## config.mk

```make
export PLATFORM = sky130hd
export DESIGN_NAME = mc_stall_ctrl
export DESIGN_NICKNAME = d
export VERILOG_FILES = /design/src/rtl/mc_stall_pkg.sv /design/src/rtl/mc_step_ctr.sv /design/src/rtl/mc_stage_mask.sv /design/src/rtl/mc_stall_ctrl.sv
export SDC_FILE = /design/constraint.sdc
export NUM_CORES = 1
export LEC_CHECK = 0
export BUFFER_PORTS_ARGS = -buffer_cell sky130_fd_sc_hd__buf_2
export CAP_MARGIN = 20
export CORE_AREA = 3 3 40 42
export DETAILED_ROUTE_END_ITERATION = 16
export DIE_AREA = 0 0 43 45
export PLACE_DENSITY = 0.72
export SYNTH_ARGS = -nofsm -noshare
export SYNTH_HDL_FRONTEND = slang
export SYNTH_SLANG_ARGS = --single-unit
```

## constraint.sdc

```tcl
create_clock -name clk -period 1.5 [get_ports clk]
set_input_delay 0.225 -clock clk [delete_from_list [all_inputs] [get_ports clk]]
set_output_delay 0.225 -clock clk [all_outputs]
set_load 0.01 [all_outputs]
```

## src/rtl/mc_stall_pkg.sv

```systemverilog
package mc_stall_pkg;
    typedef enum logic [1:0] {
        OP_MUL  = 2'b00,
        OP_DIV  = 2'b01,
        OP_MISS = 2'b10,
        OP_NONE = 2'b11
    } mc_op_e;

    typedef enum logic [1:0] {
        ST_IDLE,
        ST_STEP,
        ST_WAIT,
        ST_LAST
    } mc_state_e;
endpackage

```

## src/rtl/mc_step_ctr.sv

```systemverilog
module mc_step_ctr #(
    parameter int W = 4
) (
    input  logic         clk,
    input  logic         rst_n,
    input  logic         load,
    input  logic [W-1:0] load_val,
    input  logic         dec,
    output logic         zero
);
    logic [W-1:0] cnt_q;

    always_ff @(posedge clk) begin
        if (!rst_n)
            cnt_q <= '0;
        else if (load)
            cnt_q <= load_val;
        else if (dec)
            cnt_q <= cnt_q - 1'b1;
    end

    assign zero = (cnt_q == '0);
endmodule

```

## src/rtl/mc_stage_mask.sv

```systemverilog
module mc_stage_mask #(
    parameter int NSTG   = 5,
    parameter int EX_IDX = 2
) (
    input  logic            busy,
    output logic [NSTG-1:0] hold,
    output logic [NSTG-1:0] bubble
);
    for (genvar k = 0; k < NSTG; k++) begin : g_stage
        if (k <= EX_IDX) begin : g_up
            assign hold[k]   = busy;
            assign bubble[k] = 1'b0;
        end else begin : g_down
            assign hold[k]   = 1'b0;
            assign bubble[k] = busy;
        end
    end
endmodule

```

## src/rtl/mc_stall_ctrl.sv

```systemverilog
module mc_stall_ctrl
    import mc_stall_pkg::*;
#(
    parameter int NSTG    = 5,
    parameter int EX_IDX  = 2,
    parameter int MUL_CYC = 4,
    parameter int DIV_CYC = 12
) (
    input  logic            clk,
    input  logic            rst_n,
    input  logic            start,
    input  logic [1:0]      op_kind,
    input  logic [NSTG-1:0] stage_vld,
    input  logic            mem_ready,
    output logic [NSTG-1:0] hold,
    output logic [NSTG-1:0] bubble,
    output logic            done
);
    localparam int MAX_CYC = (MUL_CYC > DIV_CYC) ? MUL_CYC : DIV_CYC;
    localparam int CW      = $clog2(MAX_CYC) + 1;
    localparam logic [CW-1:0] MUL_LD = CW'(MUL_CYC - 2);
    localparam logic [CW-1:0] DIV_LD = CW'(DIV_CYC - 2);

    mc_state_e   st_q, st_d;
    mc_op_e      kind;
    logic        accept, ctr_load, ctr_dec, ctr_zero, busy;
    logic [CW-1:0] ctr_val;

    assign kind   = mc_op_e'(op_kind);
    assign accept = start && stage_vld[EX_IDX] && (kind != OP_NONE)
                    && (st_q == ST_IDLE || st_q == ST_LAST);

    // next state
    always_comb begin
        st_d     = st_q;
        ctr_load = 1'b0;
        ctr_dec  = 1'b0;
        ctr_val  = MUL_LD;
        unique case (st_q)
            ST_IDLE, ST_LAST: begin
                st_d = ST_IDLE;
                if (accept) begin
                    unique case (kind)
                        OP_MUL:  begin st_d = ST_STEP; ctr_load = 1'b1; ctr_val = MUL_LD; end
                        OP_DIV:  begin st_d = ST_STEP; ctr_load = 1'b1; ctr_val = DIV_LD; end
                        OP_MISS: st_d = ST_WAIT;
                        OP_NONE: st_d = ST_IDLE;
                    endcase
                end
            end
            ST_STEP: begin
                if (ctr_zero) st_d = ST_LAST;
                else          ctr_dec = 1'b1;
            end
            ST_WAIT: begin
                if (mem_ready) st_d = ST_LAST;
            end
        endcase
    end

    // state register
    always_ff @(posedge clk) begin
        if (!rst_n) st_q <= ST_IDLE;
        else        st_q <= st_d;
    end

    // outputs
    always_comb begin
        busy = 1'b0;
        done = 1'b0;
        unique case (st_q)
            ST_IDLE:          ;
            ST_STEP, ST_WAIT: busy = 1'b1;
            ST_LAST:          done = 1'b1;
        endcase
    end

    mc_step_ctr #(.W(CW)) u_ctr (
        .clk      (clk),
        .rst_n    (rst_n),
        .load     (ctr_load),
        .load_val (ctr_val),
        .dec      (ctr_dec),
        .zero     (ctr_zero)
    );

    mc_stage_mask #(.NSTG(NSTG), .EX_IDX(EX_IDX)) u_mask (
        .busy   (busy),
        .hold   (hold),
        .bubble (bubble)
    );
endmodule

```

== Yosys cells after proc, flatten, opt, wreduce, memory -nomap -nowiden ==
Index checks and enable logic that the tools add are counted.
Word-level totals
  input port bits: 11
  flip-flop bits (word level): 7
  output and inout bits: 11
Operators by class
  equality and inequality tests: 9
  add/subtract/negate cells: 1
  reduce and logical (&&, ||, !) cells: 12
  muxes and demuxes: 17
Operators with widths (number)
  two-way mux 4 bit: 3
  one-hot mux 2 bit (3 select lines): 2
  two-way mux 5 bit: 2
  equality test 2 bit, second input constant: 4
  two-way mux 1 bit: 7
  two-way mux 2 bit: 3
  inequality test 2 bit, second input constant: 3
  OR reduction 2 bit: 3
  zero test 5 bit: 1
  subtractor 5 x 1 -> 5 bit, second input constant: 1
  equality test 2 x 1 -> 1 bit, second input constant: 2
  zero test 2 bit: 2
  logical AND 1 bit: 3
  AND reduction 2 bit: 1
  nonzero test 2 bit: 1
  logical OR 1 bit: 1

== Depth between registers and ports, before layout ==
Gate-level depths: netlist of the first run.
  word-level depth: 6
  gate-level depth with buffers: 6

== By module ==
From an unflattened synthesis of the first run, not the netlist that was laid out.
Second synthesis, totals
  cells, all modules: 64
  area total of the unflattened synthesis: 539.3 um^2
Modules (own cells, without submodules)
  mc_step_ctr: cells an instance 30, area each 261.5 um^2, times used 1, sequential area each 100.1 um^2
  mc_stall_ctrl: cells an instance 23, area each 198.9 um^2, times used 1, sequential area each 40.0 um^2
  mc_stage_mask: cells an instance 11, area each 78.8 um^2, times used 1, sequential area each 0.0 um^2

== Worst setup path before layout of the first run ==
Ideal clock, no wire load.
  kind: register to register
  start point: register u_ctr.cnt_q[0]
  end point: register u_ctr.cnt_q[1]
  clock period less this slack: 1.579 ns
  cell stages (with the launch flop): 7
  slack: -0.079 ns
  buffers on the path: 1
  arrival: 1.463 ns
  library setup time: 0.115 ns
  data required time: 1.385 ns
  cell sequence: dfxtp_1 > inv_1 > ha_1 > or4b_1 > buf_2 > a211oi_2 > and3b_1
On the way
  word-level cells in the longest chain between the ends: 4
  elaborated cells between the ends (all ways): 7
RTL lines
  from (decl): RTL line mc_step_ctr.sv:11  | logic [W-1:0] cnt_q;
  from (signal assigned): RTL line mc_step_ctr.sv:17  | cnt_q <= load_val;
  from (signal assigned): RTL line mc_step_ctr.sv:19  | cnt_q <= cnt_q - 1'b1;
  parallel branches: the longest is 4 deep, another holds subtractor 5 x 1 -> 5 bit
Several ways; the timed one is not identified. The select of a mux whose other input is x is not followed.
A chain may end at the register's enable or synchronous reset.

== Worst setup path after layout of the first run ==
  start point: register u_ctr.cnt_q[0]
  end point: register st_q[1]
On the way
  word-level cells in the longest chain between the ends: 3
RTL lines
  zero test 5 bit: RTL line mc_step_ctr.sv:22  | assign zero = (cnt_q == '0);
  inequality test 2 bit (no line)
  AND reduction 2 bit (no line)
  to (signal assigned): RTL line mc_stall_ctrl.sv:64  | else st_q <= st_d;
  to (decl): RTL line mc_stall_ctrl.sv:24  | mc_state_e st_q, st_d;
No other way between the ends.

==> metrics.txt, run 1 <==
crit start category=flop; CP max stage cell=or4b_4; switching part of the total=0.418; failing checks=setup timing; initial antenna violation count=0; total power=~1.1 mW; Die H=45 um; combinational share of power=0.594; # rows=13; skew final=3.23 ps; peak supply drop=0.997 mV; Yosys top cell by area=dfxtp_1; f_max=653 MHz; CP Max Fanout=6; H-Tree Depth=1; CTS root buf=clkbuf_4; setup TNS=-47.5 ps; layout cell share with drive strength beyond 1=0.486; DRC=0; Final Max Slew Viols=0; Synth Instances=58; RePlAce Congestion=between 0.7 and 0.8; sequential-to-total area share from yosys stat=0.275; IO Count=22; Wirelength per Cell=11.0 um; HP Class=in2reg; fill count=~130; Detail Route Antenna Nets=0; crit path from=u_ctr.cnt_q[0]$_SDFFE_PN0P_; DR pass1 iterations=4; via count=425; Setup Crit Path Kind=reg2reg; Synth top area share=0.275; number of hold buffers added after CTS=0; internal power=~0.65 mW; die width=43 um; minimum clock period after layout=around 1500 ps; Initial DRC Count=6; status=finished with violations; Fin. Hold Viols=0; clk slew on worst S/H paths=50 ps; Num CTS Buffers=3; Total Routing Usage GR=0.107; Routed Wire Length=959 um; Worst Path Arrival=1700 ps; GRT overflow=0; vias per cell=just under 5; # diodes=0; Power per Cell Area=1780 nW/um^2; first-pass GRT wire length=1500 um; RR Startpoint=u_ctr.cnt_q[0]$_SDFFE_PN0P_; top cells by area, synth=dfxtp_1 28%, buf_4 15%, ha_1 9.8%; # port buffers=12; P_leak=approximately 0.30 nW; synthesized area per cell=approximately 8.8 um^2; CTS tree=yes; Critical Path RT=1670 ps; clock power share=0.156; Seq pwr share=0.251; clk buf depth=2; Worst Setup End Kind=flop; most frequent cells in the layout=12 x buf_2, 5 x conb_1, 5 x buf_4, 4 x nand2_1, 4 x dfxtp_1; RSZ-0062 raised after global routing=true; CTS Sinks=7; final instance area=629 um^2; worst hold start=rst_n; Final nets=88; Worst-Skew Late Latency=260 ps; Synth Cell Area=between 500 and 600 um^2; yosys warns=0; FF/Latch Area=roughly 140 um^2; commonest non-fill, non-tap cell in the layout=buf_2; largest net degree at the start of global routing=8; synth unique cells=28; Final Setup Violations=3; CP max stage delay=520 ps; Core Footprint=1280 um^2; Max-Cap Viols=0; DP Cell Count=81; P&R area growth vs syn=23.6%; effective utilization at floorplan=0.396; Yosys reg bits=7; Multi-input gate area=324 um^2; number of global-route vias before repair=369; Psw=0.468 mW; final period utilization=1.02; Final WS setup=-30.4 ps; die area=1940 um^2; Final Non-Filler Cells=87; critical-path cell list=inv_2 > ha_4 > or4b_4 > a21oi_4 > mux2i_1; hpwl dp=723 um; DP Area=563 um^2
power by group through the flow:
stage	registers (mW)	clock network (mW)	logic, mW
2_1_floorplan	0.269	0	0.582
3_3_place_gp	0.275	0	0.580
3_5_place_dp	0.277	0	0.596
4_1_cts	0.276	0.181	0.643
5_1_grt	0.290	0.193	0.735
6_report	0.281	0.174	0.665
through the flow:
| stage | utilization | hold WS (ps) | setup WS, ps |
|---|---|---|---|
| after detailed placement | 0.438 | 437 | -22.8 |
| after floorplan | - | 366 | -18.6 |
| after global routing | 0.490 | 279 | -84.3 |
| after global placement | 0.438 | 438 | 13.4 |
| final | 0.490 | 264 | -30.4 |
| after CTS | 0.478 | 259 | -54.1 |
Yosys cell counts:
master	n
a211oi_1	1
a211oi_2	1
a21o_2	1
a21oi_1	1
a21oi_2	1
and3_2	1
and3b_1	1
and4b_1	2
buf_2	1
buf_4	10
conb_1	1
dfxtp_1	7
ha_1	4
inv_1	5
mux2i_1	2
nand2_1	4
nand3_1	1
nand4_1	1
nand4b_1	1
nor2_1	2
nor2b_1	1
nor3_1	1
nor4b_1	1
o21ai_0	3
o311ai_0	1
or4b_1	1
or4bb_2	1
xor2_1	1
cell families after synthesis:
family                     count (synthesis)  synth area share
DFF                                        7             0.275
other                                      1           0.00736
muxes                                      2            0.0393
AOI/OAI and AO/OA                          9             0.130
adders and majority gates                  4            0.0983
buffers and inverters                     16             0.194
and+or+nand+nor                           18             0.238
xor gates and xnor gates                   1            0.0172
what timing repair did:
item                                    4_1_cts  5_1_grt
pin swaps                                     1        0
resized for setup                             4        2
setup buffers                                 2        0
endpoints found under the setup margin        8       10
per-layer routing:
| metal | vias up | track usage | part of all wire |
|---|---|---|---|
| li1 | 217 | - | - |
| met1 | 193 | 0.109 | 0.42 |
| met2 | 13 | 0.195 | 0.51 |
| met3 | 2 | 0.0239 | 0.041 |
| met4 | 0 | 0.0723 | 0.027 |
| met5 | - | 0 | 0 |
path summary, 6_finish.rpt:
kind	endpoint	slack, ps	cells after the start
setup / recovery	st_q[1]$_SDFFE_PN0P_	-30	5
hold / removal	u_ctr.cnt_q[3]$_SDFFE_PN0P_	260	3
setup reg to reg	st_q[1]$_SDFFE_PN0P_	-30	5
hold reg to reg	u_ctr.cnt_q[4]$_SDFFE_PN0P_	450	2
area by class of cell:
| class | instances | share of cell area |
|---|---|---|
| Clock buffer | 4 | 0.0417 |
| Inverter | 5 | 0.0298 |
| Multi-Input combinational cell | 39 | 0.515 |
| Sequential cell | 7 | 0.229 |
| Tap cell | 15 | 0.0298 |
| Timing Repair Buffer | 17 | 0.155 |
flip-flops by register name, indices dropped and copies added (netlist names):
signal	flops
st_q	2
u_ctr.cnt_q	5
worst max-delay path: cells and delay by family (launching register included):
family,cells,cell delay (ps)
flip-flops,1,320
AO/OA/AOI/OAI,1,190
buffers and inverters,1,70
AND/OR/NAND/NOR,1,520
adder cells (fa/ha/maj),1,130
multiplexers,1,230
(Power assumes the default switching activity.)
==> run 2, diff against run 1 <==
- REMOVE_ABC_BUFFERS: default -> 1
==> metrics.txt, run 2 (synthesized netlist as in run 1, its figures left out) <==
status=finished with violations; failing checks=setup timing; Core Footprint=1280 um^2 (unchanged); Fin. Hold Viols=0 (unchanged); Max-Cap Viols=0 (unchanged); # port buffers=12 (unchanged); crit start category=flop; top flop regs=u_ctr.cnt_q (5), st_q (2); vias per cell=4.90 (+0.39%); via count=461 (+8.5%); f_max=655 MHz (+0.18%); CTS Sinks=7 (unchanged); CP max stage cell=or4b_4; # diodes=0 (unchanged); critical-path cell list=inv_2 > ha_4 > or4b_4 > a211oi_2 > and3b_1; setup TNS=-27.6 ps (+19.9 ps); Final WS setup=-27.6 ps (+2.81 ps); number of hold buffers added after CTS=0 (unchanged); # rows=13 (unchanged); Initial DRC Count=3 (-3); Total Routing Usage GR=0.119 (+0.0120); die area=1940 um^2 (unchanged); Final Setup Violations=1 (-2); DR pass1 iterations=4 (unchanged); DRC=0 (unchanged); P&R area growth vs syn=35.1%; Die H=45 um (unchanged); number of global-route vias before repair=392 (+6.2%); clk slew on worst S/H paths=60 ps (about the same); final period utilization=1.02 (-0.00187); IO Count=22 (unchanged); Worst-Margin Slew=507 ps; die width=43 um (unchanged); P_leak=0.335 nW (+11%); HP Class=in2reg; Worst Setup End Kind=flop; hpwl dp=735 um (+1.7%); met3 Use GR=0.0279 (+0.00398); skew final=6.77 ps (+3.55 ps); Power per Cell Area=1700 nW/um^2 (-4.5%); Wirelength per Cell=12.0 um (+8.6%); Final Max Slew Viols=0 (unchanged); total power=1.17 mW (+4.4%); grt peak-use layer=met2; CP Buf/Inv Count=1 (unchanged); largest net degree at the start of global routing=8 (unchanged); minimum clock period after layout=1530 ps (-2.81 ps); RePlAce Congestion=0.757 (+0.56%); grt met1 use=0.113 (+0.00349); CP Max Fanout=6 (unchanged); Detail Route Antenna Nets=0 (unchanged); peak supply drop=0.725 mV (-27%); fill count=126 (-5.3%); first-pass GRT wire length=1610 um (+7.3%); grt met2 use=0.213 (+0.0180); max_slew headroom=0.657; Critical Path RT=1630 ps (-40 ps); H-Tree Depth=1 (unchanged); Worst-Skew Late Latency=250 ps (about the same); CTS tree=yes; Worst Path Arrival=1660 ps (-40 ps); Final nets=95 (+8.0%); DP Cell Count=84 (+3.7%); Num CTS Buffers=3 (unchanged); initial antenna violation count=0 (unchanged); Setup Crit Path Kind=reg2reg; largest register by flop count=u_ctr.cnt_q; CTS root buf=clkbuf_4; Final Non-Filler Cells=94 (+8.0%); crit-path leading delay family=simple AND/OR/NAND/NOR gates; effective utilization at floorplan=0.396 (unchanged); most frequent cells in the layout=12 x buf_2, 12 x buf_4, 5 x conb_1, 4 x nand2_1, 4 x dfxtp_1; max reg flops=5 (unchanged); RSZ-0062 raised after global routing=true; GRT overflow=0 (unchanged); CP max stage delay=520 ps (about the same); Routed Wire Length=1130 um (+17%); layout cell share with drive strength beyond 1=0.544 (+0.0582); clk buf depth=2 (unchanged)
## run 2: cell types whose count changed in the layout (fill, tap and decap cells not counted)
cell and delta:
nor4b_2 +1, buf_4 +7, nor4b_1 -1
## run 2: what timing repair did
action                                  CTS  global route
gates resized for setup                   9             4
pin swaps                                 2             1
endpoints found under the setup margin   10            10
setup buffers                             5             1
## run 2: per-layer routing
metal	part of all wire	up-vias
met5	0	-
met4	0.021	0
met3	0.043	2
met2	0.55	10
met1	0.38	217
li1	-	232
## run 2: cell type report
cell class | instances | area (um^2) | area share
Clock buffer | 4 | 26.3 | 0.0382
Inverter | 5 | 18.8 | 0.0273
Multi-Input combinational cell | 39 | 330 | 0.480
Sequential cell | 7 | 144 | 0.209
Tap cell | 15 | 18.8 | 0.0273
Timing Repair Buffer | 24 | 150 | 0.218
## run 2: worst paths after layout
check	cells after the start	slack, ps	end	startpoint
worst max register to register	5	-30	u_ctr.cnt_q[1]$_SDFFE_PN0P_	u_ctr.cnt_q[1]$_SDFFE_PN0P_
worst min-delay path	3	270	st_q[0]$_SDFFE_PN0P_	rst_n
worst max-delay path	5	-30	u_ctr.cnt_q[1]$_SDFFE_PN0P_	u_ctr.cnt_q[1]$_SDFFE_PN0P_
worst min register to register	2	450	u_ctr.cnt_q[4]$_SDFFE_PN0P_	u_ctr.cnt_q[4]$_SDFFE_PN0P_
## run 2: worst min-delay path: stages
cell and delay [ps]:
buf_2 140, nand2_1 70, mux2i_1 50
## run 2: through the flow
step	hold WS [ps]	setup slack (ps)	cell area [um^2]	utilization
5_1_grt	278	-66.6	688	0.536
3_3_place_gp	427	-161	568	0.442
3_5_place_dp	436	-189	568	0.442
6_report	270	-27.6	688	0.536
2_1_floorplan	366	-87.1	444	-
4_1_cts	264	-20.4	652	0.507
## run 2: power by group
| group | internal (mW) | switching [mW] |
|---|---|---|
| clock | 0.102 | 0.0710 |
| sequential | 0.235 | 0.0445 |
| combinational | 0.356 | 0.361 |
| total | 0.693 | 0.477 |
